--- config.mk ---
export PLATFORM = sky130hd
export DESIGN_NAME = inorder_retire_queue
export DESIGN_NICKNAME = d
export VERILOG_FILES = /design/src/rtl/roq_pkg.sv /design/src/rtl/roq_store.sv /design/src/rtl/roq_ptrs.sv /design/src/rtl/roq_retire_sel.sv /design/src/rtl/inorder_retire_queue.sv
export SDC_FILE = /design/constraint.sdc
export NUM_CORES = 1
export LEC_CHECK = 0
export ABC_AREA = 1
export BUFFER_PORTS_ARGS = -buffer_cell sky130_fd_sc_hd__buf_4
export CAP_MARGIN = 20
export CORE_ASPECT_RATIO = 1.25
export CORE_MARGIN = 1
export CORE_UTILIZATION = 55
export CTS_CLUSTER_DIAMETER = 60
export DETAILED_ROUTE_END_ITERATION = 12
export HOLD_SLACK_MARGIN = 0.06
export PLACE_DENSITY_LB_ADDON = 0.25
export SYNTH_ARGS = -nofsm -noshare
export SYNTH_HDL_FRONTEND = slang
export SYNTH_SLANG_ARGS = --single-unit
export TNS_END_PERCENT = 1
--- constraint.sdc ---
create_clock -name clk -period 6.85 [get_ports clk]
set_input_delay 0.3425 -clock clk [delete_from_list [all_inputs] [get_ports clk]]
set_output_delay 0.3425 -clock clk [all_outputs]
set_load 0.02 [all_outputs]
--- src/rtl/roq_pkg.sv ---
package roq_pkg;
   // Per-slot state bits
   typedef struct packed {
      logic vld;
      logic fin;
      logic exc;
      logic mis;
   } roq_flags_t;

   localparam int unsigned ROQ_LANES = 2;
endpackage

--- src/rtl/roq_store.sv ---
module roq_store
   import roq_pkg::*;
#(
   parameter int DEPTH = 14,
   parameter int TAG_W = 5,
   parameter int IDX_W = $clog2(DEPTH)
) (
   input  logic             clk,
   input  logic             rst,
   input  logic             flush_all,
   input  logic [1:0]       alloc_en,
   input  logic [IDX_W-1:0] alloc_idx0,
   input  logic [IDX_W-1:0] alloc_idx1,
   input  logic [TAG_W-1:0] alloc_dst0,
   input  logic [TAG_W-1:0] alloc_dst1,
   input  logic [1:0]       fin_vld,
   input  logic [IDX_W-1:0] fin_idx0,
   input  logic [IDX_W-1:0] fin_idx1,
   input  logic [1:0]       fin_exc,
   input  logic [1:0]       fin_mis,
   input  logic [1:0]       clr_en,
   input  logic [IDX_W-1:0] clr_idx0,
   input  logic [IDX_W-1:0] clr_idx1,
   output roq_flags_t       flags [DEPTH],
   output logic [TAG_W-1:0] dsts  [DEPTH],
   output logic [DEPTH-1:0] vld_vec
);
   for (genvar e = 0; e < DEPTH; e++) begin : g_slot
      localparam logic [IDX_W-1:0] MY = IDX_W'(e);
      roq_flags_t       ent_q;
      logic [TAG_W-1:0] dst_q;
      logic a0, a1, f0, f1, c0;

      assign a0 = alloc_en[0] && (alloc_idx0 == MY);
      assign a1 = alloc_en[1] && (alloc_idx1 == MY);
      assign f0 = fin_vld[0] && (fin_idx0 == MY);
      assign f1 = fin_vld[1] && (fin_idx1 == MY);
      assign c0 = (clr_en[0] && (clr_idx0 == MY)) || (clr_en[1] && (clr_idx1 == MY));

      always_ff @(posedge clk) begin
         if (rst || flush_all) begin
            ent_q <= '0;
         end else if (a0 || a1) begin
            ent_q <= '{vld: 1'b1, fin: 1'b0, exc: 1'b0, mis: 1'b0};
         end else if (ent_q.vld) begin
            if (c0) begin
               ent_q.vld <= 1'b0;
            end else if (f0 || f1) begin
               ent_q.fin <= 1'b1;
               ent_q.exc <= ent_q.exc | (f0 & fin_exc[0]) | (f1 & fin_exc[1]);
               ent_q.mis <= ent_q.mis | (f0 & fin_mis[0]) | (f1 & fin_mis[1]);
            end
         end
      end

      always_ff @(posedge clk) begin
         if (a0)      dst_q <= alloc_dst0;
         else if (a1) dst_q <= alloc_dst1;
      end

      assign flags[e]   = ent_q;
      assign dsts[e]    = dst_q;
      assign vld_vec[e] = ent_q.vld;
   end

   // A flush leaves no live slot behind
   assert_flush_clears_R9 : assert property (@(posedge clk) disable iff (rst)
      flush_all |=> (vld_vec == '0));
endmodule

--- src/rtl/roq_ptrs.sv ---
module roq_ptrs #(
   parameter int DEPTH = 14,
   parameter int IDX_W = $clog2(DEPTH),
   parameter int CNT_W = $clog2(DEPTH + 1)
) (
   input  logic             clk,
   input  logic             rst,
   input  logic [1:0]       disp_n,
   input  logic [1:0]       ret_cnt,
   input  logic             flush_now,
   output logic             disp_ok,
   output logic [1:0]       alloc_en,
   output logic [IDX_W-1:0] head,
   output logic [IDX_W-1:0] head1,
   output logic [IDX_W-1:0] tail,
   output logic [IDX_W-1:0] tail1,
   output logic [CNT_W-1:0] occ
);
   localparam logic [IDX_W:0] DEPTH_X = (IDX_W + 1)'(DEPTH);
   localparam logic [CNT_W:0] DEPTH_C = (CNT_W + 1)'(DEPTH);

   function automatic logic [IDX_W-1:0] wrap_add(input logic [IDX_W-1:0] p,
                                                 input logic [1:0] n);
      logic [IDX_W:0] s;
      s = {1'b0, p} + {{(IDX_W - 1){1'b0}}, n};
      if (s >= DEPTH_X) s = s - DEPTH_X;
      return s[IDX_W-1:0];
   endfunction

   logic [IDX_W-1:0] head_q, tail_q;
   logic [CNT_W-1:0] occ_q;
   logic [CNT_W:0]   free_w, need_w;
   logic [1:0]       acc_n;
   logic [IDX_W-1:0] head_nx;

   assign free_w  = DEPTH_C - {1'b0, occ_q};
   assign need_w  = {{(CNT_W - 1){1'b0}}, disp_n};
   assign disp_ok = (disp_n != 2'd3) && (need_w <= free_w) && !flush_now;
   assign acc_n   = disp_ok ? disp_n : 2'd0;
   assign alloc_en = {acc_n == 2'd2, acc_n != 2'd0};
   assign head_nx = wrap_add(head_q, ret_cnt);

   always_ff @(posedge clk) begin
      if (rst) begin
         head_q <= '0;
         tail_q <= '0;
         occ_q  <= '0;
      end else if (flush_now) begin
         head_q <= head_nx;
         tail_q <= head_nx;
         occ_q  <= '0;
      end else begin
         head_q <= head_nx;
         tail_q <= wrap_add(tail_q, acc_n);
         occ_q  <= occ_q + CNT_W'(acc_n) - CNT_W'(ret_cnt);
      end
   end

   assign head  = head_q;
   assign head1 = wrap_add(head_q, 2'd1);
   assign tail  = tail_q;
   assign tail1 = wrap_add(tail_q, 2'd1);
   assign occ   = occ_q;

   assert_no_overflow_R3 : assert property (@(posedge clk) disable iff (rst)
      occ_q <= CNT_W'(DEPTH));
   assert_flush_resets_ptrs_R9 : assert property (@(posedge clk) disable iff (rst)
      flush_now |=> (tail_q == head_q) && (occ_q == '0));
   assert_retire_bounded_R5 : assert property (@(posedge clk) disable iff (rst)
      {1'b0, ret_cnt} <= occ_q[CNT_W-1:0] + 3'd0);
endmodule

--- src/rtl/roq_retire_sel.sv ---
module roq_retire_sel
   import roq_pkg::*;
#(
   parameter int DEPTH = 14,
   parameter int TAG_W = 5,
   parameter int IDX_W = $clog2(DEPTH)
) (
   input  logic             clk,
   input  logic             rst,
   input  roq_flags_t       flags [DEPTH],
   input  logic [TAG_W-1:0] dsts  [DEPTH],
   input  logic [IDX_W-1:0] head,
   input  logic [IDX_W-1:0] head1,
   output logic [1:0]       ret_cnt,
   output logic [TAG_W-1:0] ret_dst0,
   output logic [TAG_W-1:0] ret_dst1,
   output logic [1:0]       clr_en,
   output logic             flush_now,
   output logic [IDX_W-1:0] redir_idx,
   output logic             redir_mis
);
   roq_flags_t e0, e1;
   logic r0, r1, flag0, flag1, take0;

   assign e0    = flags[head];
   assign e1    = flags[head1];
   assign flag0 = e0.exc | e0.mis;
   assign flag1 = e1.exc | e1.mis;
   assign r0    = e0.vld & e0.fin;
   assign r1    = r0 & ~flag0 & e1.vld & e1.fin;
   assign take0 = r0 & flag0;

   assign ret_cnt   = {1'b0, r0} + {1'b0, r1};
   assign ret_dst0  = r0 ? dsts[head]  : '0;
   assign ret_dst1  = r1 ? dsts[head1] : '0;
   assign clr_en    = {r1, r0};
   assign flush_now = take0 | (r1 & flag1);
   assign redir_idx = take0 ? head : head1;
   assign redir_mis = take0 ? (e0.mis & ~e0.exc) : (e1.mis & ~e1.exc);

   assert_redirect_at_head_R7 : assert property (@(posedge clk) disable iff (rst)
      flush_now |-> ((redir_idx == head) || (redir_idx == head1)));
   assert_pair_in_order_R5 : assert property (@(posedge clk) disable iff (rst)
      (ret_cnt == 2'd2) |-> (ret_dst0 == dsts[head]) && (ret_cnt != 2'd3));
endmodule

--- src/rtl/inorder_retire_queue.sv ---
module inorder_retire_queue
   import roq_pkg::*;
#(
   parameter int DEPTH = 14,
   parameter int TAG_W = 5,
   parameter int IDX_W = $clog2(DEPTH),
   parameter int CNT_W = $clog2(DEPTH + 1)
) (
   input  logic             clk,
   input  logic             rst,
   input  logic [1:0]       disp_n,
   input  logic [TAG_W-1:0] disp_dst0,
   input  logic [TAG_W-1:0] disp_dst1,
   output logic             disp_ok,
   output logic [IDX_W-1:0] disp_idx0,
   output logic [IDX_W-1:0] disp_idx1,
   input  logic [1:0]       fin_vld,
   input  logic [IDX_W-1:0] fin_idx0,
   input  logic [IDX_W-1:0] fin_idx1,
   input  logic [1:0]       fin_exc,
   input  logic [1:0]       fin_mis,
   output logic [1:0]       ret_cnt,
   output logic [TAG_W-1:0] ret_dst0,
   output logic [TAG_W-1:0] ret_dst1,
   output logic [1:0]       wb_cnt,
   output logic [TAG_W-1:0] wb_dst0,
   output logic [TAG_W-1:0] wb_dst1,
   output logic             redir_vld,
   output logic [IDX_W-1:0] redir_idx,
   output logic             redir_mis,
   output logic [CNT_W-1:0] occ
);
   // Elaboration-time parameter checks
   if (DEPTH < 4) begin : g_bad_depth
      $error("inorder_retire_queue: DEPTH must be at least 4");
   end
   if ((1 << IDX_W) < DEPTH) begin : g_bad_idx
      $error("inorder_retire_queue: IDX_W too narrow for DEPTH");
   end
   if ((1 << CNT_W) <= DEPTH) begin : g_bad_cnt
      $error("inorder_retire_queue: CNT_W too narrow for DEPTH");
   end
   if (TAG_W < 1) begin : g_bad_tag
      $error("inorder_retire_queue: TAG_W must be positive");
   end

   roq_flags_t       flags [DEPTH];
   logic [TAG_W-1:0] dsts  [DEPTH];
   logic [DEPTH-1:0] vld_vec;
   logic [1:0]       alloc_en, clr_en;
   logic [IDX_W-1:0] head, head1;
   logic             flush_now;
   logic [1:0]       wb_cnt_q;
   logic [TAG_W-1:0] wb_dst0_q, wb_dst1_q;

   roq_ptrs #(.DEPTH(DEPTH), .IDX_W(IDX_W), .CNT_W(CNT_W)) u_ptrs (
      .clk(clk), .rst(rst), .disp_n(disp_n), .ret_cnt(ret_cnt),
      .flush_now(flush_now), .disp_ok(disp_ok), .alloc_en(alloc_en),
      .head(head), .head1(head1), .tail(disp_idx0), .tail1(disp_idx1),
      .occ(occ)
   );

   roq_store #(.DEPTH(DEPTH), .TAG_W(TAG_W), .IDX_W(IDX_W)) u_store (
      .clk(clk), .rst(rst), .flush_all(flush_now), .alloc_en(alloc_en),
      .alloc_idx0(disp_idx0), .alloc_idx1(disp_idx1),
      .alloc_dst0(disp_dst0), .alloc_dst1(disp_dst1),
      .fin_vld(fin_vld), .fin_idx0(fin_idx0), .fin_idx1(fin_idx1),
      .fin_exc(fin_exc), .fin_mis(fin_mis),
      .clr_en(clr_en), .clr_idx0(head), .clr_idx1(head1),
      .flags(flags), .dsts(dsts), .vld_vec(vld_vec)
   );

   roq_retire_sel #(.DEPTH(DEPTH), .TAG_W(TAG_W), .IDX_W(IDX_W)) u_sel (
      .clk(clk), .rst(rst), .flags(flags), .dsts(dsts),
      .head(head), .head1(head1), .ret_cnt(ret_cnt),
      .ret_dst0(ret_dst0), .ret_dst1(ret_dst1), .clr_en(clr_en),
      .flush_now(flush_now), .redir_idx(redir_idx), .redir_mis(redir_mis)
   );

   assign redir_vld = flush_now;

   // Write-back stage: one register behind retirement
   always_ff @(posedge clk) begin
      if (rst) begin
         wb_cnt_q  <= '0;
         wb_dst0_q <= '0;
         wb_dst1_q <= '0;
      end else begin
         wb_cnt_q  <= ret_cnt;
         wb_dst0_q <= ret_dst0;
         wb_dst1_q <= ret_dst1;
      end
   end

   assign wb_cnt  = wb_cnt_q;
   assign wb_dst0 = wb_dst0_q;
   assign wb_dst1 = wb_dst1_q;

   assert_wb_delay_R10 : assert property (@(posedge clk) disable iff (rst)
      1'b1 |=> (wb_cnt == $past(ret_cnt)) && (wb_dst0 == $past(ret_dst0)));
   assert_head_finished_R6 : assert property (@(posedge clk) disable iff (rst)
      (ret_cnt != 2'd0) |-> flags[head].fin);
   assert_occ_matches_slots_R2 : assert property (@(posedge clk) disable iff (rst)
      $countones(vld_vec) == int'(occ));
   assert_no_disp_on_redirect_R9 : assert property (@(posedge clk) disable iff (rst)
      redir_vld |=> (occ == '0));
endmodule

==> results.txt <==
TritonCTS built the clock tree. Sequential cells burn 41.2% of the power. Entering global routing, the biggest net connects 102 pins. In this run the post-CTS setup repair buffer count came out at 0. The fraction of registers with async set/reset came out at 0%.

The synthesized cell area came out at 10,740 um^2. The summed area of non-filler cells in the final layout came out at 11,730 um^2. The slew of the pin with the lowest slew margin was 1.019 ns. The chip width was 127.0 um; the data arrival at the endpoint of the critical path was 6.11 ns.

Internal power comes to 1.745 mW. For this design, the sink count on the clock tree is 150. In this run the worst hold path is classified as primary input to flip-flop. Count of flip-flops with a built-in enable after synthesis: 70. The maximum net fanout on the critical path was 22. The net switching power of the design is 794.4 uW. After the first detailed-routing iteration, the DRC count stood at 1,161. Launch point of the worst reg-to-reg path: u_ptrs.head[1].

Stage delay of the slowest cell on the critical path: 0.96 ns. The logs give 34.49% for the post-synthesis sequential area ratio and 0 for the number of antenna diodes. Final setup violation count: 0.

Setup repair after global routing left no endpoint under its margin. The run gives 0 as the number of maximum-capacitance constraint violations. In the synthesized netlist, the number of instances is 1,546. The run gives 0.0001700 V as the worst vdd rail ir drop. Of the total synthesized cell area, the portion taken by full adders, half adders and majority gates is 3.542%. The startpoint class of the critical path was a flip-flop.

Fraction of layout cells with a size suffix above 1: 11.14%. The number of clock buffers added by TritonCTS is 17. The launch point of the worst hold path was rst. The run gives 38.1% as the clock group share of total power. The floorplan has 56 rows. On the critical path, the stage with the largest delay is an instance of sky130_fd_sc_hd__dfxtp_1. The startpoint of the worst setup timing path was u_ptrs.head[1]. After floorplanning, the core was sized to cover 18,920 um^2. The dominant cell type by count on the critical path was sky130_fd_sc_hd__nand2_1. The total power per unit cell area was 216.6 nW/um^2. Relative slew slack: 31.83%.

Combinational family with the most area after synthesis: simple AND/OR/NAND/NOR gates. Final critical-path share of the clock period: 84.34%. The wire length reported by the detailed router was 34.26 mm. After detailed routing, the number of vias per cell comes to 5.878. The number of ports placed on the die boundary was 71; the average wire per standard cell was 19.00 um.

The top cell types in the final layout, fill and taps aside, are 371 x sky130_fd_sc_hd__nand2_1, 215 x sky130_fd_sc_hd__inv_1, 170 x sky130_fd_sc_hd__nor2_1. Counting every net in the synthesized netlist gives 1,602. For the total chip power, the log shows 2.540 mW. After detailed routing, the number of remaining DRC violations is 0. The tools report the remaining global-route overflow as 0. The kind of capture point of the worst setup path was a flip-flop.

The simple-gate area share of the yosys netlist came out at 27.82%. The complex-gate fraction of the synthesized area is 20.51%. For the maximum operating frequency, the log shows 0.1731 GHz. Of the total power, combinational logic draws 20.7%.

The run gives 0.44 ns as the clock insertion delay at the later pin of the skew report. The most used flip-flop cell after synthesis is sky130_fd_sc_hd__dfxtp_1. For the effective utilization at floorplan, the log shows 56.77%. Net switching is 31.28% of the power. Once detail routing completed, the nets flagged for antenna violations numbered 0.

In this run, distinct cell masters in the synthesized netlist total 49. Cell at the root of the clock tree: sky130_fd_sc_hd__clkbuf_16. The Yosys step of the flow raised 0 warnings.

Relative to the synthesized area, the layout overhead comes to 9.204%. The global-route wire length before repair is 52.27 mm. Global routing used 34.87% of the available tracks. Measured against the total synthesized area, the mux share comes to 0%. The logs give 25.41 mm for the total half-perimeter wirelength after legalization and detailed placement and 5 for the number of iterations in the first detailed-routing pass.

The via count of the first global-routing pass is 9,741, and the initial antenna violation count is 0. The reported leakage power is 5.182 nW. In this run, post-CTS hold repair placed 0 buffers.

Clock-pin slew was measured on the worst setup and hold paths at 0.06 ns. The tools report the number of hold violations in the final report as 0. Once the clock tree was built, the resizer swapped 0 gates to a different size. The deepest level of the CTS H-tree came out at 4. The count of port buffers added during placement was 70; the post-layout instance count excluding filler cells was 1,803. The library cell used most frequently in the layout, excluding fill and tap cells, is sky130_fd_sc_hd__nand2_1. Total count of max-transition violations in the final report: 0. The endpoint required time on the critical path was 7.18 ns; the total cell area at the placement stage was 11,130 um^2. Dividing the synthesized area by the synthesized cell count gives 6.946 um^2. Number of vias in the routed layout: 10,598. The floorplan step defined a die boundary enclosing 20,090 um^2. Total negative slack for setup checks: 0 ns. The number of cells in the design after placement is 1,771, and the total number of nets in the final design is 1,614. The clock period minus final worst setup slack was 5.777 ns. The synthesized flop and latch total was 150. The area share of xor/xnor cells in the synthesized design was 0.9787%. The final weighted congestion of routability-driven global placement is 0.9879.

The smallest hold slack is 0.2977 ns, and the maximum buffer depth of the clock tree is 2. The critical path class was flip-flop to flip-flop. The flow ran to the end, and the final reports show no timing, DRC or antenna violations. The die is 158.2 um tall.

The tools report the count of filler cells inserted in the layout as 1,761. On the final layout, the worst clock skew is 0.007555 ns.
## synthesized netlist by cell type (5+ instances only)
| cell type | number | area share, % |
|---|---|---|
| sky130_fd_sc_hd__o21ai_0 | 105 | 4.9 |
| sky130_fd_sc_hd__buf_1 | 9 | 0.31 |
| sky130_fd_sc_hd__o21ai_1 | 75 | 3.5 |
| sky130_fd_sc_hd__o221ai_1 | 5 | 0.41 |
| sky130_fd_sc_hd__inv_1 | 215 | 7.5 |
| sky130_fd_sc_hd__xor2_1 | 8 | 0.65 |
| sky130_fd_sc_hd__nand4_1 | 20 | 1.2 |
| sky130_fd_sc_hd__a21oi_1 | 63 | 2.9 |
| sky130_fd_sc_hd__buf_2 | 17 | 0.79 |
| sky130_fd_sc_hd__nand3_1 | 79 | 3.7 |
| sky130_fd_sc_hd__nor2_2 | 5 | 0.29 |
| sky130_fd_sc_hd__o22ai_1 | 40 | 2.3 |
| sky130_fd_sc_hd__nand2_1 | 371 | 13 |
| sky130_fd_sc_hd__dfxtp_1 | 80 | 15 |
| sky130_fd_sc_hd__nor3_1 | 18 | 0.84 |
| sky130_fd_sc_hd__nand3_2 | 13 | 1.2 |
| sky130_fd_sc_hd__o2111ai_4 | 13 | 3.2 |
| sky130_fd_sc_hd__ha_1 | 24 | 2.8 |
| sky130_fd_sc_hd__buf_6 | 15 | 1.6 |
| sky130_fd_sc_hd__or2_2 | 5 | 0.29 |
| sky130_fd_sc_hd__buf_4 | 9 | 0.63 |
| sky130_fd_sc_hd__nor2_1 | 170 | 5.9 |
| sky130_fd_sc_hd__nor4_1 | 6 | 0.35 |
| sky130_fd_sc_hd__inv_2 | 7 | 0.24 |
| sky130_fd_sc_hd__clkbuf_1 | 36 | 1.3 |
| sky130_fd_sc_hd__a21o_1 | 5 | 0.35 |
| sky130_fd_sc_hd__nand2_2 | 10 | 0.58 |
| sky130_fd_sc_hd__edfxtp_1 | 70 | 20 |
| sky130_fd_sc_hd__a22o_1 | 12 | 0.98 |
## logic make-up (layout without fill, tap and decap cells)
group / Yosys count / count (layout)
AND/OR/NAND/NOR: 701 / 701
AO/OA/AOI/OAI: 343 / 343
buffers and inverters: 312 / 337
flip-flops: 150 / 150
adder cells (fa/ha/maj): 28 / 28
XOR/XNOR: 12 / 12
## per-layer routing
layer,part of all wire [%],GRT usage [%],vias up
met5,0,0,-
met1,38,39.68,4862
met2,48,60.31,487
met3,6.8,3.988,133
met4,7.7,26.53,0
li1,-,-,5116
## worst paths after layout
check	endpoint	slack (ns)	depth (start not counted)
min reg2reg	u_store.flags[5]	0.53	4
min	wb_cnt[1]	0.30	2
max	u_ptrs.tail[2]	1.07	30
max reg2reg	u_ptrs.tail[2]	1.07	30
## worst max-delay path, delay by kind of cell, from the launching register on
| family | cells | cell delay [ns] |
|---|---|---|
| compound gates | 4 | 0.88 |
| xor+xnor | 1 | 0.16 |
| fa+ha+maj | 6 | 1.79 |
| buf+inv | 4 | 0.43 |
| flops | 1 | 0.96 |
| simple gates | 15 | 1.45 |
## state kept, by name (all words and copies together) (netlist names)
name and flops:
u_ptrs.tail 4, u_store.g_slot.dst_q 70, wb_cnt 2, wb_dst0 5, u_ptrs.occ 4, wb_dst1 5
u_ptrs.head 4, u_store.flags 56
## metrics by stage
stage               util, %  setup slack, ns
detailed placement    58.86            1.270
finish                61.99            1.073
global route          61.99           0.5518
floorplan                 -            1.501
CTS                   61.99            1.185
global placement      58.86            1.472
## layout make-up
type | instances | area [um^2] | share of cell area [%]
Tap cell | 232 | 290.3 | 2.475
Multi-Input combinational cell | 1084 | 5687 | 48.49
Clock buffer | 22 | 474.2 | 4.044
Sequential cell | 150 | 3707 | 31.61
Clock inverter | 10 | 118.9 | 1.014
Inverter | 225 | 849.6 | 7.244
Timing Repair Buffer | 80 | 600.6 | 5.121
## power by group through the flow
stage	Combinational [mW]	Sequential [mW]	Clock (mW)
global placement	0.502	1.06	0
global route	0.579	1.05	0.999
floorplan	0.356	1.06	0
CTS	0.518	1.05	0.969
finish	0.526	1.05	0.967
detailed placement	0.514	1.07	0
Power figures use the tool's default switching activity.
